`config.mk`:
```
export PLATFORM = sky130hd
export DESIGN_NAME = bus_hold_requester
export DESIGN_NICKNAME = d
export VERILOG_FILES = /design/src/rtl/bht_pkg.sv /design/src/rtl/grant_synchronizer.sv /design/src/rtl/tenure_timer.sv /design/src/rtl/hold_fsm.sv /design/src/rtl/bus_hold_requester.sv
export SDC_FILE = /design/constraint.sdc
export NUM_CORES = 1
export LEC_CHECK = 0
export ABC_CLOCK_PERIOD_IN_PS = 3350
export BUFFER_PORTS_ARGS = -buffer_cell sky130_fd_sc_hd__buf_2
export CORE_MARGIN = 2
export CORE_UTILIZATION = 55
export CTS_CLUSTER_SIZE = 28
export DETAILED_ROUTE_END_ITERATION = 8
export PLACE_DENSITY_LB_ADDON = 0.25
export SETUP_SLACK_MARGIN = 0.4
export SLEW_MARGIN = 20
export SYNTH_ARGS = -nofsm -noshare
export SYNTH_HDL_FRONTEND = slang
export SYNTH_SLANG_ARGS = --single-unit
```
`constraint.sdc`:
```
create_clock -name clk -period 3.35 [get_ports clk]
set_input_delay 0.1675 -clock clk [delete_from_list [all_inputs] [get_ports clk]]
set_output_delay 0.1675 -clock clk [all_outputs]
set_load 0.05 [all_outputs]
```
`src/rtl/bht_pkg.sv`:
```
// Shared types for the bus hold requester.
package bht_pkg;
    typedef enum logic [2:0] {
        ST_IDLE    = 3'd0,
        ST_REQ     = 3'd1,
        ST_OWN     = 3'd2,
        ST_YIELD   = 3'd3,
        ST_WAITLOW = 3'd4,
        ST_BACKOFF = 3'd5
    } bus_state_t;
endpackage

```
`src/rtl/grant_synchronizer.sv`:
```
// Multi-stage flip-flop synchronizer for the host grant.
// Assumes STAGES >= 1; output is the last stage, cleared by reset.
module grant_synchronizer #(
    parameter int STAGES = 2
) (
    input  logic clk,
    input  logic rst_n,
    input  logic async_in,
    output logic sync_out
);
    logic [STAGES-1:0] chain;

    genvar i;
    generate
        for (i = 0; i < STAGES; i++) begin : g_stage
            if (i == 0) begin : g_first
                // First stage samples the asynchronous input.
                always_ff @(posedge clk) begin
                    if (!rst_n) chain[0] <= 1'b0;
                    else        chain[0] <= async_in;
                end
            end else begin : g_next
                // Later stages shift the sampled value along.
                always_ff @(posedge clk) begin
                    if (!rst_n) chain[i] <= 1'b0;
                    else        chain[i] <= chain[i-1];
                end
            end
        end
    endgenerate

    assign sync_out = chain[STAGES-1];
endmodule

```
`src/rtl/tenure_timer.sv`:
```
// Cycle counter that flags the last of `limit` counted cycles.
// Assumes limit is stable while counting; limit of zero never expires.
module tenure_timer #(
    parameter int CW = 16
) (
    input  logic          clk,
    input  logic          rst_n,
    input  logic          clear,
    input  logic          run,
    input  logic [CW-1:0] limit,
    output logic          expired
);
    logic [CW-1:0] cnt;
    logic [CW:0]   nxt;

    assign nxt     = {1'b0, cnt} + {{CW{1'b0}}, 1'b1};
    assign expired = run && (limit != '0) && (nxt == {1'b0, limit});

    // Count running cycles; restart whenever cleared.
    always_ff @(posedge clk) begin
        if (!rst_n)      cnt <= '0;
        else if (clear)  cnt <= '0;
        else if (run)    cnt <= nxt[CW-1:0];
    end
endmodule

```
`src/rtl/hold_fsm.sv`:
```
// Request/grant state machine. grant_ok is already synchronized.
// Every exit from ownership passes through a yield state that waits for the
// engine's cycle to end; a new request needs the grant seen low first.
module hold_fsm
    import bht_pkg::*;
(
    input  logic       clk,
    input  logic       rst_n,
    input  logic       want_bus,
    input  logic       cycle_busy,
    input  logic       grant_ok,
    input  logic       on_expired,
    input  logic       off_expired,
    input  logic       off_enabled,
    output bus_state_t state,
    output logic       rel_by_timer,
    output logic       hold_req,
    output logic       owns_bus,
    output logic       must_yield
);
    bus_state_t nxt;
    logic       nxt_thr;

    // Next-state and release-reason decision.
    always_comb begin
        nxt     = state;
        nxt_thr = rel_by_timer;
        case (state)
            ST_IDLE:    if (want_bus) nxt = ST_REQ;
            ST_REQ: begin
                if (grant_ok) nxt = ST_OWN;
                else if (!want_bus) begin
                    nxt     = ST_WAITLOW;
                    nxt_thr = 1'b0;
                end
            end
            ST_OWN: begin
                if (!grant_ok) begin
                    nxt     = ST_YIELD;
                    nxt_thr = 1'b0;
                end else if (on_expired) begin
                    nxt     = ST_YIELD;
                    nxt_thr = 1'b1;
                end else if (!want_bus) begin
                    nxt     = ST_YIELD;
                    nxt_thr = 1'b0;
                end
            end
            ST_YIELD:   if (!cycle_busy) nxt = ST_WAITLOW;
            ST_WAITLOW: if (!grant_ok)
                            nxt = (rel_by_timer && off_enabled) ? ST_BACKOFF : ST_IDLE;
            ST_BACKOFF: if (off_expired) nxt = ST_IDLE;
            default:    nxt = ST_IDLE;
        endcase
    end

    // State and release-reason registers.
    always_ff @(posedge clk) begin
        if (!rst_n) begin
            state        <= ST_IDLE;
            rel_by_timer <= 1'b0;
        end else begin
            state        <= nxt;
            rel_by_timer <= nxt_thr;
        end
    end

    assign hold_req   = (state == ST_REQ) || (state == ST_OWN) || (state == ST_YIELD);
    assign owns_bus   = (state == ST_OWN) || (state == ST_YIELD);
    assign must_yield = (state == ST_YIELD);
endmodule

```
`src/rtl/bus_hold_requester.sv`:
```
// Bus-master requester: hold/grant handshake plus on-time and off-time
// throttling. Assumes on_limit, off_limit and ext_mode change only while
// the block is not requesting; cycle_busy is low whenever no cycle runs.
module bus_hold_requester
    import bht_pkg::*;
#(
    parameter int CW        = 16,
    parameter int SYNC_STGS = 2
) (
    input  logic          clk,
    input  logic          rst_n,
    input  logic          want_bus,
    input  logic          cycle_busy,
    input  logic          grant_async,
    input  logic          ext_trig,
    input  logic          ext_mode,
    input  logic [CW-1:0] on_limit,
    input  logic [CW-1:0] off_limit,
    output logic          hold_req,
    output logic          owns_bus,
    output logic          must_yield
);
    bus_state_t state;
    logic       grant_sync;
    logic       rel_by_timer;
    logic       armed;
    logic       on_run;
    logic       on_expired;
    logic       off_expired;
    logic       in_own;
    logic       in_backoff;

    assign in_own     = (state == ST_OWN);
    assign in_backoff = (state == ST_BACKOFF);
    assign on_run     = in_own && (!ext_mode || armed || ext_trig);

    grant_synchronizer #(.STAGES(SYNC_STGS)) u_sync (
        .clk      (clk),
        .rst_n    (rst_n),
        .async_in (grant_async),
        .sync_out (grant_sync)
    );

    // Remember an external trigger for the rest of the current tenure.
    always_ff @(posedge clk) begin
        if (!rst_n) armed <= 1'b0;
        else        armed <= in_own && (armed || ext_trig);
    end

    tenure_timer #(.CW(CW)) u_on_timer (
        .clk     (clk),
        .rst_n   (rst_n),
        .clear   (!in_own),
        .run     (on_run),
        .limit   (on_limit),
        .expired (on_expired)
    );

    tenure_timer #(.CW(CW)) u_off_timer (
        .clk     (clk),
        .rst_n   (rst_n),
        .clear   (!in_backoff),
        .run     (in_backoff),
        .limit   (off_limit),
        .expired (off_expired)
    );

    hold_fsm u_fsm (
        .clk          (clk),
        .rst_n        (rst_n),
        .want_bus     (want_bus),
        .cycle_busy   (cycle_busy),
        .grant_ok     (grant_sync),
        .on_expired   (on_expired),
        .off_expired  (off_expired),
        .off_enabled  (off_limit != '0),
        .state        (state),
        .rel_by_timer (rel_by_timer),
        .hold_req     (hold_req),
        .owns_bus     (owns_bus),
        .must_yield   (must_yield)
    );
endmodule

```
Yosys cells after proc, flatten, opt, wreduce, memory -nomap -nowiden:

Cells that the tools add are included.

* flip-flop bits (word level): 39
* input bits: 39
* output and inout port bits: 3
* word-level logic and storage cells: 61

* add/subtract/negate cells: 2
* equal/unequal tests: 14
* mux-type cells: 16
* reductions and logical operators: 22

Operators with widths (count)
* $add A16 B1 Y17 const B: 2
* $eq A17 B16 Y1: 2
* $reduce_bool A16 Y1: 2
* $mux W3: 10
* $pmux W3 S6: 1
* $ne A2 B2 Y1 const B: 5
* $logic_and A1 B1 Y1: 7
* $eq A3 B2 Y1 const B: 2
* $eq A3 B3 Y1 const B: 2
* $logic_or A1 B1 Y1: 6
* $reduce_and A2 Y1: 3
* $reduce_and A6 Y1: 1
* $mux W1: 4
* $ne A4 B4 Y1 const B: 1
* $eq A3 B1 Y1 const B: 1
* $logic_not A3 Y1: 1
* $ne A3 B3 Y1 const B: 1
* $pmux W1 S2: 1
* $reduce_bool A2 Y1: 1
* $logic_not A1 Y1: 1

Depth between registers and ports, before layout:

Gate-level depths: netlist of run 1.

* depth in word-level cells: 9
* mapped depth: 8
* mapped depth without buffers: 8

Modules after synthesis:

From an unflattened synthesis of run 1, not the netlist that was laid out.

* cell total of the unflattened synthesis: 369
* area, all modules: 2911.5 um^2

By module, submodules not included
* tenure_timer: times used 2, cells an instance 155, area an instance 1218.7 um^2, sequential area each 320.3 um^2
* hold_fsm: times used 1, cells an instance 42, area an instance 326.6 um^2, sequential area each 80.1 um^2
* bus_hold_requester: times used 1, cells an instance 13, area an instance 95.1 um^2, sequential area each 20.0 um^2
* grant_synchronizer: times used 1, cells an instance 4, area an instance 52.6 um^2, sequential area each 40.0 um^2

Least setup slack after synthesis of run 1:

OpenSTA, ideal clock, no wires.

* path type: flip-flop to flip-flop
* start point: register u_off_timer.cnt[0]
* end point: register u_fsm.state[0]
* library setup time: 135 ps
* data arrival time: 2362 ps
* required time: 3215 ps
* slack: 853 ps
* stages on the path, launching flop included: 8
* path buffers: 0
* period minus slack after synthesis: 2497 ps
* cell sequence: dfxtp_1 -> ha_1 -> nand3_2 -> or4_4 -> or3_1 -> a311o_1 -> o31ai_2 -> a221oi_1

* word-level cells in the longest chain between the ends: 5

RTL lines
* start, declared: RTL line tenure_timer.sv:13 `logic [CW-1:0] cnt;`
* start signal, assigned: RTL line tenure_timer.sv:23 `else if (run) cnt <= nxt[CW-1:0];`
* $add A16 B1 Y17: RTL line tenure_timer.sv:16 `assign nxt = {1'b0, cnt} + {{CW{1'b0}}, 1'b1};`
* $eq A17 B16 Y1: RTL line tenure_timer.sv:17 `assign expired = run && (limit != '0) && (nxt == {1'b0, limit});`
* $logic_and A1 B1 Y1: RTL line tenure_timer.sv:17
* $ne A2 B2 Y1 (no source line)
* $reduce_and A6 Y1 (no source line)
* end signal, assigned: RTL line hold_fsm.sv:63 `state <= nxt;`
* end, declared: RTL line hold_fsm.sv:15 `output bus_state_t state,`

Every way passes these cells.
A chain may end at the register's enable or synchronous reset.

Worst setup path in the final report of run 1:

Same ends and word-level chain as after synthesis.

==> impl_results.md, run 1 <==
* Core area at approximately 0.0048 mm2
* Number of H-tree levels at 2
* Die ar. at roughly 0.0056 mm2
* # DRC at 0
* Biggest area consumer among synthesized cells: dfxtp_1
* Register area share after synthesis at about 28%
* P_int at 0.7816 mW
* Per-cell routed wire length at around 14 um
* Post-CTS Setup Inserts at 0
* Clock sinks at 39
* Vias in the first global route at between 2,000 and 2,500
* Hold_ws at between 80 and 90 ps
* P_leak at 1.054 nW
* Count of cell types in the netlist at 64
* DR iter-0 viols at 166
* Run status: complete, no violations
* Post-route ant nets at 0
* Input/output buffers at 41
* Layout area overhead at 11.95%
* Yosys warnings at 0
* CP endpoint kind: flip-flop
* Top cells by area, synth: dfxtp_1 (28%), xnor2_1 (13%), xor2_1 (7.6%), nor2_1 (6.8%), nor4_1 (4.5%)
* Achievable frequency at 372.5 MHz
* Effective utilization at floorplan at roughly 58%
* Slew HR at between 50 and 60%
* Die W at ~75 um
* Top FF cell, synth: dfxtp_1
* Worst Path Class, Setup: reg2reg
* Startpoint Class: flip-flop
* Largest net degree at the start of global routing at 18
* Antenna violations before repair at 0
* # setup viols final at 0
* # rows at 25
* Synthesized area at ~0.0028 mm2
* Psw at 0.2851 mW
* PD cells at 344.7 mW/mm2
* Gr usage total at a little under a quarter
* # diodes at 0
* Syn Inst Count at between 300 and 400
* Share of cells above drive strength 1 at between 15 and 20%
* Ports at 42
* Yosys top cell area share at 28.25%
* Congestion Overflow GR at 0
* Initial DRT Pass Iterations at 5
* Cts bufs inserted at 5
* Setup TNS at 0 ps
* Mean number of vias per cell at between 5 and 6
* FFs w/ async S/R, synth at 0%
* First-pass GRT wire length at a little over 10,000 um
* Syn nets at between 300 and 400
* Combinational fraction of design power at 15.7%
* Wirelength, routed at 6337 um
* RSZ-0062 raised after global routing: false
* Routed vias at 2,586
* Most frequent cell after synthesis: nor2_1
* Post-synthesis area per instance at 8.035 um2
* Sequential power share at 46.1%
* Max Cap Viol at 0
* CTS tree: built
* Clock-pin slew on the worst setup and hold paths at about 80 ps
* Number of synthesized register bits at 39
* Worst Path Arrival at 2850 ps
* Clock Skew at ~7.5 ps
* Min Clock Period, post-route at 2685 ps
* Tcrit/Tclk final at 80.14%
* Placer Congestion at between 0.9 and 1
* Fin. Hold Viols at 0
* Sw Share at approximately a quarter
* Hold/Removal Path Class: in2reg
* Clock power share at 38.2%
* Largest fanout on the critical path at 8
* Die Span Y at approximately 75 um
* Peak supply drop at slightly below 0.0003 V
* Hpwl dp at about 4800 um
* Commonest cells in the netlist: nor2_1 (50), xnor2_1 (41), dfxtp_1 (39)
* Final slew viol count at 0
* CTS Buffer Depth at 2
* Worst Tran Pin Value at 717.4 ps
* CTS root buffer: clkbuf_8
* EDFF count, synth at 0
* Clock latency on the worst-skew pair at slightly below 300 ps
* Worst Path Required at 3510 ps
* Net count, final at 417
cell families (layout without fill, tap and decap cells):
kind of cell / Yosys count / after routing / synth area share [%]
AND/OR/NAND/NOR: 166 / 166 / 33.00
XOR/XNOR: 66 / 66 / 21.41
AO/OA/AOI/OAI: 42 / 42 / 11.09
flip-flops: 39 / 39 / 28.25
buffers and inverters: 27 / 60 / 4.436
adder cells (fa/ha/maj): 3 / 3 / 1.267
multiplexers: 1 / 1 / 0.5431
placed cells by master (no fill, tap or decap), types with 2 or more instances in the layout:
| master | instances |
|---|---|
| a211oi_1 | 2 |
| nor2_1 | 50 |
| and2_1 | 4 |
| clkbuf_8 | 6 |
| nand2b_1 | 2 |
| ha_1 | 2 |
| and3_1 | 5 |
| nand3_2 | 2 |
| nand3_1 | 10 |
| or4_4 | 2 |
| nand4_4 | 2 |
| or2_2 | 2 |
| buf_2 | 41 |
| a21oi_1 | 11 |
| xor2_1 | 24 |
| o21ai_0 | 6 |
| nor3_1 | 8 |
| inv_1 | 11 |
| nand2_1 | 23 |
| nor4_1 | 20 |
| nand4_1 | 16 |
| or3_1 | 7 |
| xnor2_1 | 41 |
| dfxtp_1 | 39 |
| o32ai_1 | 2 |
layer usage:
layer	share of wire [%]	global-route usage, %	routed length [um]	vias up
met5	0	0	0	-
met4	1.1	7.540	68	0
met3	5.2	4.418	327	7
met2	48	39.86	3029	65
met1	46	31.15	2911	1219
li1	-	-	-	1295
worst max-delay path, stage by stage, from the launching register on:
cell and delay (ps):
dfxtp_1 440, ha_1 270, nand3_2 190, or4_4 610
or3_1 320, a311o_1 360, o31ai_2 260, a221oi_1 110
stage by stage:
stage / util [%] / cells / power [mW] / setup slack, ps / cell area [um2]
after floorplan: - / 344 / 0.6080 / 852.9 / 2764
after global placement: 62.09 / 436 / 0.6646 / 731.7 / 2972
after detailed placement: 62.09 / 436 / 0.6671 / 654.5 / 2972
after CTS: 64.55 / 444 / 1.076 / 623.6 / 3089
after global routing: 64.65 / 444 / 1.114 / 443.2 / 3094
final: 64.65 / 444 / 1.067 / 665.4 / 3094
worst paths after layout:
kind | slack (ps) | to | cells after the start | startpoint
hold reg to reg | 440 | u_sync.sync_out$_SDFF_PN0_ | 1 | u_sync.chain[0]$_SDFF_PN0_
setup reg to reg | 670 | u_fsm.state[0]$_SDFFE_PN0P_ | 7 | u_off_timer.cnt[0]$_SDFF_PN0_
hold / removal | 80 | u_sync.chain[0]$_SDFF_PN0_ | 2 | grant_async
setup / recovery | 670 | u_fsm.state[0]$_SDFFE_PN0P_ | 7 | u_off_timer.cnt[0]$_SDFF_PN0_
power by group through the flow:
stage          registers (mW)  logic (mW)  clock network, mW
2_1_floorplan           0.486       0.122                  0
3_3_place_gp            0.502       0.162                  0
3_5_place_dp            0.503       0.165                  0
4_1_cts                 0.492       0.166              0.418
5_1_grt                 0.495       0.182              0.437
6_report                0.492       0.167              0.407
flip-flops by register name (all words and copies together), names as in the netlist:
register,cells
u_sync.chain,1
u_fsm.rel_by_timer,1
u_fsm.state,3
u_off_timer.cnt,16
u_on_timer.cnt,16
armed,1
u_sync.sync_out,1
area by class of cell:
cell class | instances | area (um2)
multi-input cells | 278 | 1866
fillers | 435 | 1692
clock inverters | 2 | 35.03
inverters | 11 | 41.29
flip-flops and latches | 39 | 780.7
well taps | 67 | 83.83
clock buffers | 6 | 82.58
repair buffers | 41 | 205.2
timing repair:
item                                    in CTS  in global routing
endpoints found under the setup margin       0                  1
hold buffers                                 0                  0
gates resized for setup                      0                  1
Note: power is estimated with default switching activity, not from simulation.
==> run 2: changes to the inputs <==
--- a/config.mk
+++ b/config.mk
@@ -5,10 +5,10 @@
 export SDC_FILE = /design/constraint.sdc
 export NUM_CORES = 1
 export LEC_CHECK = 0
-export ABC_CLOCK_PERIOD_IN_PS = 3350
+export ABC_CLOCK_PERIOD_IN_PS = 2290
 export BUFFER_PORTS_ARGS = -buffer_cell sky130_fd_sc_hd__buf_2
 export CORE_MARGIN = 2
-export CORE_UTILIZATION = 55
+export CORE_UTILIZATION = 52
 export CTS_CLUSTER_SIZE = 28
 export DETAILED_ROUTE_END_ITERATION = 8
 export PLACE_DENSITY_LB_ADDON = 0.25
==> constraint.sdc (replaced) <==
create_clock -name clk -period 2.29 [get_ports clk]
set_input_delay 0.1145 -clock clk [delete_from_list [all_inputs] [get_ports clk]]
set_output_delay 0.1145 -clock clk [all_outputs]
set_load 0.05 [all_outputs]
==> run 2 against run 1 <==
  * The run now ends with setup timing left
  * Routed wire length rose by 15%
  * Die area up 5.5%
  * Register-to-register slack got worse by 680 ps
  * First-iteration DRC count down 12%
  * Clock skew increased by 3.4 ps
  * Design area rose by 17%
  * Combinational power up 77%
  * Via count grew 7.2%
  * Hold slack lost 57 ps
  * Sequential power up 40%
  * Critical path type unchanged
  * Highest routed layer unchanged
==> impl_results.md, run 2 (same netlist as run 1, synthesis figures left out) <==
* Layout area overhead at 30.87%
* Hold_buf cts at 0 (unchanged)
* Effective utilization at floorplan at 54.12% (-3.6 points)
* RSZ-0062 raised after global routing: true
* CTS root buffer: clkbuf_8
* Per-cell routed wire length at 14.99 um (+5.0%)
* Hold depth at 2 (unchanged)
* Achievable frequency at 434.3 MHz (+17%)
* Fin. Hold Viols at 0 (unchanged)
* Placer Congestion at 0.9000 (-4.3%)
* Worst Path Required at 2490 ps (-1020 ps)
* CTS tree: built
* Final worst slack at -12.62 ps (-678.0 ps)
* Final slew viol count at 0 (unchanged)
* Share of cells above drive strength 1 at 35.90% (+18 points)
* Mean number of vias per cell at 5.718 (-1.8%)
* Max Cap Viol at 0 (unchanged)
* Cts bufs inserted at 5 (unchanged)
* Input/output buffers at 41 (unchanged)
* # diodes at 0 (unchanged)
* Die Span Y at 76.91 um (+2.7%)
* Failing checks: setup timing
* Largest net degree at the start of global routing at 18 (unchanged)
* Routed vias at 2,773 (+7.2%)
* Tcrit/Tclk final at 100.6% (+20 points)
* Flop2flop setup slack at -10 ps (-680 ps)
* Min Clock Period, post-route at 2303 ps (-382.0 ps)
* CP endpoint kind: flip-flop
* DR iter-0 viols at 146 (-12%)
* Number of H-tree levels at 2 (unchanged)
* Ports at 42 (unchanged)
* Hpwl dp at 5249 um (+9.9%)
* First-pass GRT wire length at 11,830 um (+15%)
* Congestion Overflow GR at 0 (unchanged)
* # setup viols final at 1 (+1)
* Clock latency on the worst-skew pair at 300 ps (about the same)
* Startpoint Class: flip-flop
* # DRC at 0 (unchanged)
* Clock-pin slew on the worst setup and hold paths at 80 ps (about the same)
* P_leak at 1.334 nW (+27%)
* Run status: complete, but fails checks
* Clock sinks at 39 (unchanged)
* Hold Crit Start: grant_async
* Net count, final at 455 (+9.1%)
* Worst Tran Pin Value at 723.2 ps (+5.815 ps)
* R2R Path Start: u_on_timer.cnt[1]$_SDFFE_PN0P_
* # rows at 26 (+4.0%)
* Fin cells at 485 (+9.2%)
* Commonest cells after routing, fill and taps aside: nor2_1 (49), xnor2_1 (41), buf_2 (41), buf_4 (38), xor2_1 (24)
* Most common cell after layout, fill and taps aside: nor2_1
* Die ar. at 0.005914 mm2 (+5.5%)
* Placed cells at 463 (+6.2%)
* Clock Skew at 10.90 ps (+3.438 ps)
* Post-route ant nets at 0 (unchanged)
* Vias in the first global route at 2,670 (+16%)
* Fill cell count at 424 (-2.5%)
* Worst Path Class, Setup: reg2reg
* Wirelength, routed at 7269 um (+15%)
* Largest fanout on the critical path at 5 (-3)
* FF-to-FF End: u_fsm.state[0]$_SDFFE_PN0P_
* Worst hold endpoint: u_sync.chain[0]$_SDFF_PN0_
* Finished Core Util at 70.82% (+6.2 points)
* Core area at 0.005107 mm2 (+6.7%)
* Gr usage total at 24.66% (+0.83 points)
* Die W at 76.91 um (+2.7%)
* Antenna violations before repair at 0 (unchanged)
* Peak supply drop at 0.0003145 V (+5.7%)
* Reg2Reg Depth at 8 (+1)
* Hold/Removal Path Class: in2reg
* Slew HR at 51.65% (-0.38 points)
* PD cells at 441.6 mW/mm2 (+28%)
* CTS Buffer Depth at 2 (unchanged)
* Worst Path Arrival at 2500 ps (-350 ps)
* Initial DRT Pass Iterations at 5 (unchanged)
* Top Registers: u_off_timer.cnt (16), u_on_timer.cnt (16), u_fsm.state (3)
==> run 2: worst max path at each step <==
stage | from | endpoint | slack, ps | depth (start not counted)
6_report | u_on_timer.cnt[1]$_SDFFE_PN0P_ | u_fsm.state[0]$_SDFFE_PN0P_ | -10 | 8
5_1_grt | u_on_timer.cnt[11]$_SDFFE_PN0P_ | u_fsm.state[0]$_SDFFE_PN0P_ | -130 | 9
2_1_floorplan | u_off_timer.cnt[5]$_SDFF_PN0_ | u_fsm.state[0]$_SDFFE_PN0P_ | 120 | 7
3_5_place_dp | u_on_timer.cnt[9]$_SDFFE_PN0P_ | u_fsm.state[0]$_SDFFE_PN0P_ | -0.7 | 7
4_1_cts | u_on_timer.cnt[1]$_SDFFE_PN0P_ | u_fsm.state[0]$_SDFFE_PN0P_ | 60 | 8
3_3_place_gp | u_on_timer.cnt[3]$_SDFFE_PN0P_ | u_fsm.rel_by_timer$_SDFFE_PN0P_ | 40 | 6
==> run 2: per-stage QoR <==
step / power, mW / setup WS, ps / instance area (um2) / hold slack (ps) / setup TNS [ps]
final: 1.597 / -12.62 / 3617 / 25.85 / -12.62
after floorplan: 0.8924 / 115.1 / 2859 / 236.2 / 0
after global placement: 0.9913 / 40.00 / 3236 / 323.2 / 0
after global routing: 1.665 / -129.9 / 3617 / 38.08 / -212.3
after CTS: 1.601 / 64.51 / 3511 / 19.78 / 0
after detailed placement: 0.9942 / -0.7425 / 3236 / 324.7 / -0.7425
==> run 2: critical path, cell delays in order (launching register included) <==
cell and delay, ps:
dfxtp_4 370, ha_4 180, buf_4 140, xnor2_1 230, nand3_1 150, a2111o_1 440, nor4_4 320, nor2_1 90
a221oi_1 280
==> run 2: routing by layer <==
metal,vias up,share of wire (%),global-route usage [%]
li1,1369,-,-
met1,1311,42,29.93
met2,75,50,43.42
met3,18,5.1,3.765
met4,0,2.3,9.818
met5,-,0,0
==> run 2: area by class of cell <==
| class | instances | area (um2) | share of cell area [%] |
|---|---|---|---|
| well taps | 70 | 87.58 | 2.421 |
| flip-flops and latches | 39 | 824.5 | 22.79 |
| inverters | 11 | 41.29 | 1.141 |
| multi-input cells | 278 | 2056 | 56.83 |
| repair buffers | 79 | 490.5 | 13.56 |
| clock buffers | 6 | 82.58 | 2.283 |
| clock inverters | 2 | 35.03 | 0.9685 |
==> run 2: where the power goes <==
part,switching [mW],leakage (nW),internal [mW]
sequential,0.00684,0.329,0.684
clock,0.258,0.0612,0.353
combinational,0.176,0.943,0.120
==> run 2: what timing repair did <==
action | 4_1_cts | 5_1_grt
gates cloned | 0 | 0
gates resized for setup | 30 | 14
setup endpoints to repair | 6 | 7
setup buffers | 9 | 5
pin swaps | 9 | 9
==> run 3: changes to the inputs <==
--- a/config.mk
+++ b/config.mk
@@ -7,7 +7,7 @@
 export LEC_CHECK = 0
 export ABC_CLOCK_PERIOD_IN_PS = 2290
 export BUFFER_PORTS_ARGS = -buffer_cell sky130_fd_sc_hd__buf_2
-export CORE_MARGIN = 2
+export CORE_MARGIN = 3
 export CORE_UTILIZATION = 52
 export CTS_CLUSTER_SIZE = 28
 export DETAILED_ROUTE_END_ITERATION = 8
==> run 3 against run 2 <==
  * The flow now finishes without violations
  * Design area is 1.4% higher
  * Worst setup slack better by 78 ps
  * Final cell count is 0.21% lower
  * Power is 9.1% lower
  * Core utilization is 3.4 points higher
  * Sequential share of layout area is 0.22 points lower
  * Die area is 5.3% higher
  * First-iteration DRC count is 58% higher
  * Critical path type unchanged
  * Critical endpoint unchanged
==> impl_results.md, run 3 (same netlist as run 1, synthesis figures left out) <==
* Net count, final at 458 (+0.66%)
* PD cells at 395.8 mW/mm2 (-10%)
* Reg2Reg Depth at 8 (unchanged)
* Peak supply drop at 0.0003586 V (+14%)
* RSZ-0062 raised after global routing: true
* Effective utilization at floorplan at 55.92% (+1.8 points)
* Routed vias at 2,866 (+3.4%)
* Congestion Overflow GR at 0 (unchanged)
* Ports at 42 (unchanged)
* Antenna violations before repair at 0 (unchanged)
* Clock-pin slew on the worst setup and hold paths at 80 ps (about the same)
* P_leak at 1.312 nW (-1.7%)
* Worst Tran Pin Value at 734.9 ps (+11.72 ps)
* Clock sinks at 39 (unchanged)
* Hold/Removal Path Class: in2reg
* # DRC at 0 (unchanged)
* Critical path's largest stage delay at 470 ps (+30 ps)
* Vias in the first global route at 2,566 (-3.9%)
* Setup TNS at 0 ps (+12.62 ps)
* Input/output buffers at 41 (unchanged)
* Worst path cell trace: ha_4, xor2_1, a211oi_2, nand3_1, or4_4, nor4_4, nor2_2, a221oi_2
* Clock latency on the worst-skew pair at 290 ps (about the same)
* Largest net degree at the start of global routing at 18 (unchanged)
* Most common cell after layout, fill and taps aside: nor2_1
* Worst Path Class, Setup: reg2reg
* Post-route ant nets at 0 (unchanged)
* Slew HR at 50.87% (-0.78 points)
* Per-cell routed wire length at 16.15 um (+7.7%)
* DR iter-0 viols at 230 (+58%)
* Fin cells at 484 (-0.21%)
* CTS Buffer Depth at 2 (unchanged)
* Tcrit/Tclk final at 97.15% (-3.4 points)
* CTS root buffer: clkbuf_8
* CP endpoint kind: flip-flop
* Final slew viol count at 0 (unchanged)
* CTS tree: built
* # setup viols final at 0 (-1)
* Worst Path Arrival at 2440 ps (-60 ps)
* Hpwl dp at 5186 um (-1.2%)
* Cts bufs inserted at 5 (unchanged)
* Hold_ws at 31.55 ps (+5.696 ps)
* Finished Core Util at 74.23% (+3.4 points)
* Initial DRT Pass Iterations at 5 (unchanged)
* Mean number of vias per cell at 5.921 (+3.6%)
* Worst Path Required at 2500 ps (about the same)
* Max Cap Viol at 0 (unchanged)
* Placed cells at 461 (-0.43%)
* Fill cell count at 381 (-10%)
* Startpoint Class: flip-flop
* Share of cells above drive strength 1 at 35.49% (-0.41 points)
* Crit path max-delay family: simple AND/OR/NAND/NOR gates
* Top Registers: u_off_timer.cnt (16), u_on_timer.cnt (16), u_fsm.state (3)
* Critical Path Slowest Stage Cell: or4_4
* Die Span Y at 78.91 um (+2.6%)
* Commonest cells after routing, fill and taps aside: nor2_1 (49), xnor2_1 (41), buf_2 (41), buf_4 (36), nand2_1 (23)
* Die ar. at 0.006226 mm2 (+5.3%)
* Fin. Hold Viols at 0 (unchanged)
* Achievable frequency at 449.5 MHz (+3.5%)
* Core area at 0.004942 mm2 (-3.2%)
* Gr usage total at 24.53% (-0.12 points)
* Clock Skew at 4.936 ps (-5.965 ps)
* Placer Congestion at 0.9188 (+2.1%)
* Wirelength, routed at 7816 um (+7.5%)
* Number of H-tree levels at 2 (unchanged)
* Largest fanout on the critical path at 4 (-1)
* # diodes at 0 (unchanged)
* Die W at 78.91 um (+2.6%)
* First-pass GRT wire length at 12,250 um (+3.6%)
* Min Clock Period, post-route at 2225 ps (-77.85 ps)
* Run status: complete, no violations
* Hold depth at 2 (unchanged)
* Layout area overhead at 32.73%
* # rows at 25 (-3.8%)
* Crit path buf inv count at 0 (-1)
* Worst path depth at 8 (unchanged)
[run 3: power by group]
part,switching (mW),internal (mW)
registers,0.00710,0.679
logic,0.185,0.124
clock network,0.248,0.209
total,0.440,1.01
[run 3: path summary, 6_finish.rpt]
kind,endpoint,start,slack (ps)
setup / recovery,u_fsm.state[0]$_SDFFE_PN0P_,u_on_timer.cnt[1]$_SDFFE_PN0P_,70
hold / removal,u_sync.chain[0]$_SDFF_PN0_,grant_async,30
setup reg to reg,u_fsm.state[0]$_SDFFE_PN0P_,u_on_timer.cnt[1]$_SDFFE_PN0P_,70
hold reg to reg,u_sync.sync_out$_SDFF_PN0_,u_sync.chain[0]$_SDFF_PN0_,440
[run 3: what timing repair did]
item	in CTS	in global routing
buffers inserted	11	3
gates resized for setup	26	25
hold endpoints to repair	0	0
pin swaps	11	9
hold buffers	0	0
setup endpoints to repair	5	7
gates cloned	2	0
[run 3: metrics by stage]
step                      instance area [um2]  power, mW  setup WS [ps]
after detailed placement                 3239     0.9951         -34.21
after global routing                     3669      1.513         -70.02
after floorplan                          2859     0.8924          115.1
final                                    3669      1.452          65.23
after global placement                   3239     0.9904          45.16
after CTS                                3520      1.439          94.50
[run 3: per-layer routing]
metal  wire length [um]  global-route usage [%]  vias to the layer above
met5                  0                       0                        -
met4                161                   7.904                        0
met3                462                   3.855                       22
met2               3607                   39.13                      115
met1               3584                   33.94                     1345
li1                   -                       -                     1384
[run 3: area by class of cell]
type | count | area [um2] | area share (%)
well taps | 67 | 83.83 | 2.285
clock inverters | 1 | 7.507 | 0.2046
multi-input cells | 280 | 2117 | 57.71
inverters | 11 | 41.29 | 1.126
repair buffers | 80 | 518.0 | 14.12
flip-flops and latches | 39 | 828.3 | 22.58
clock buffers | 6 | 72.57 | 1.978
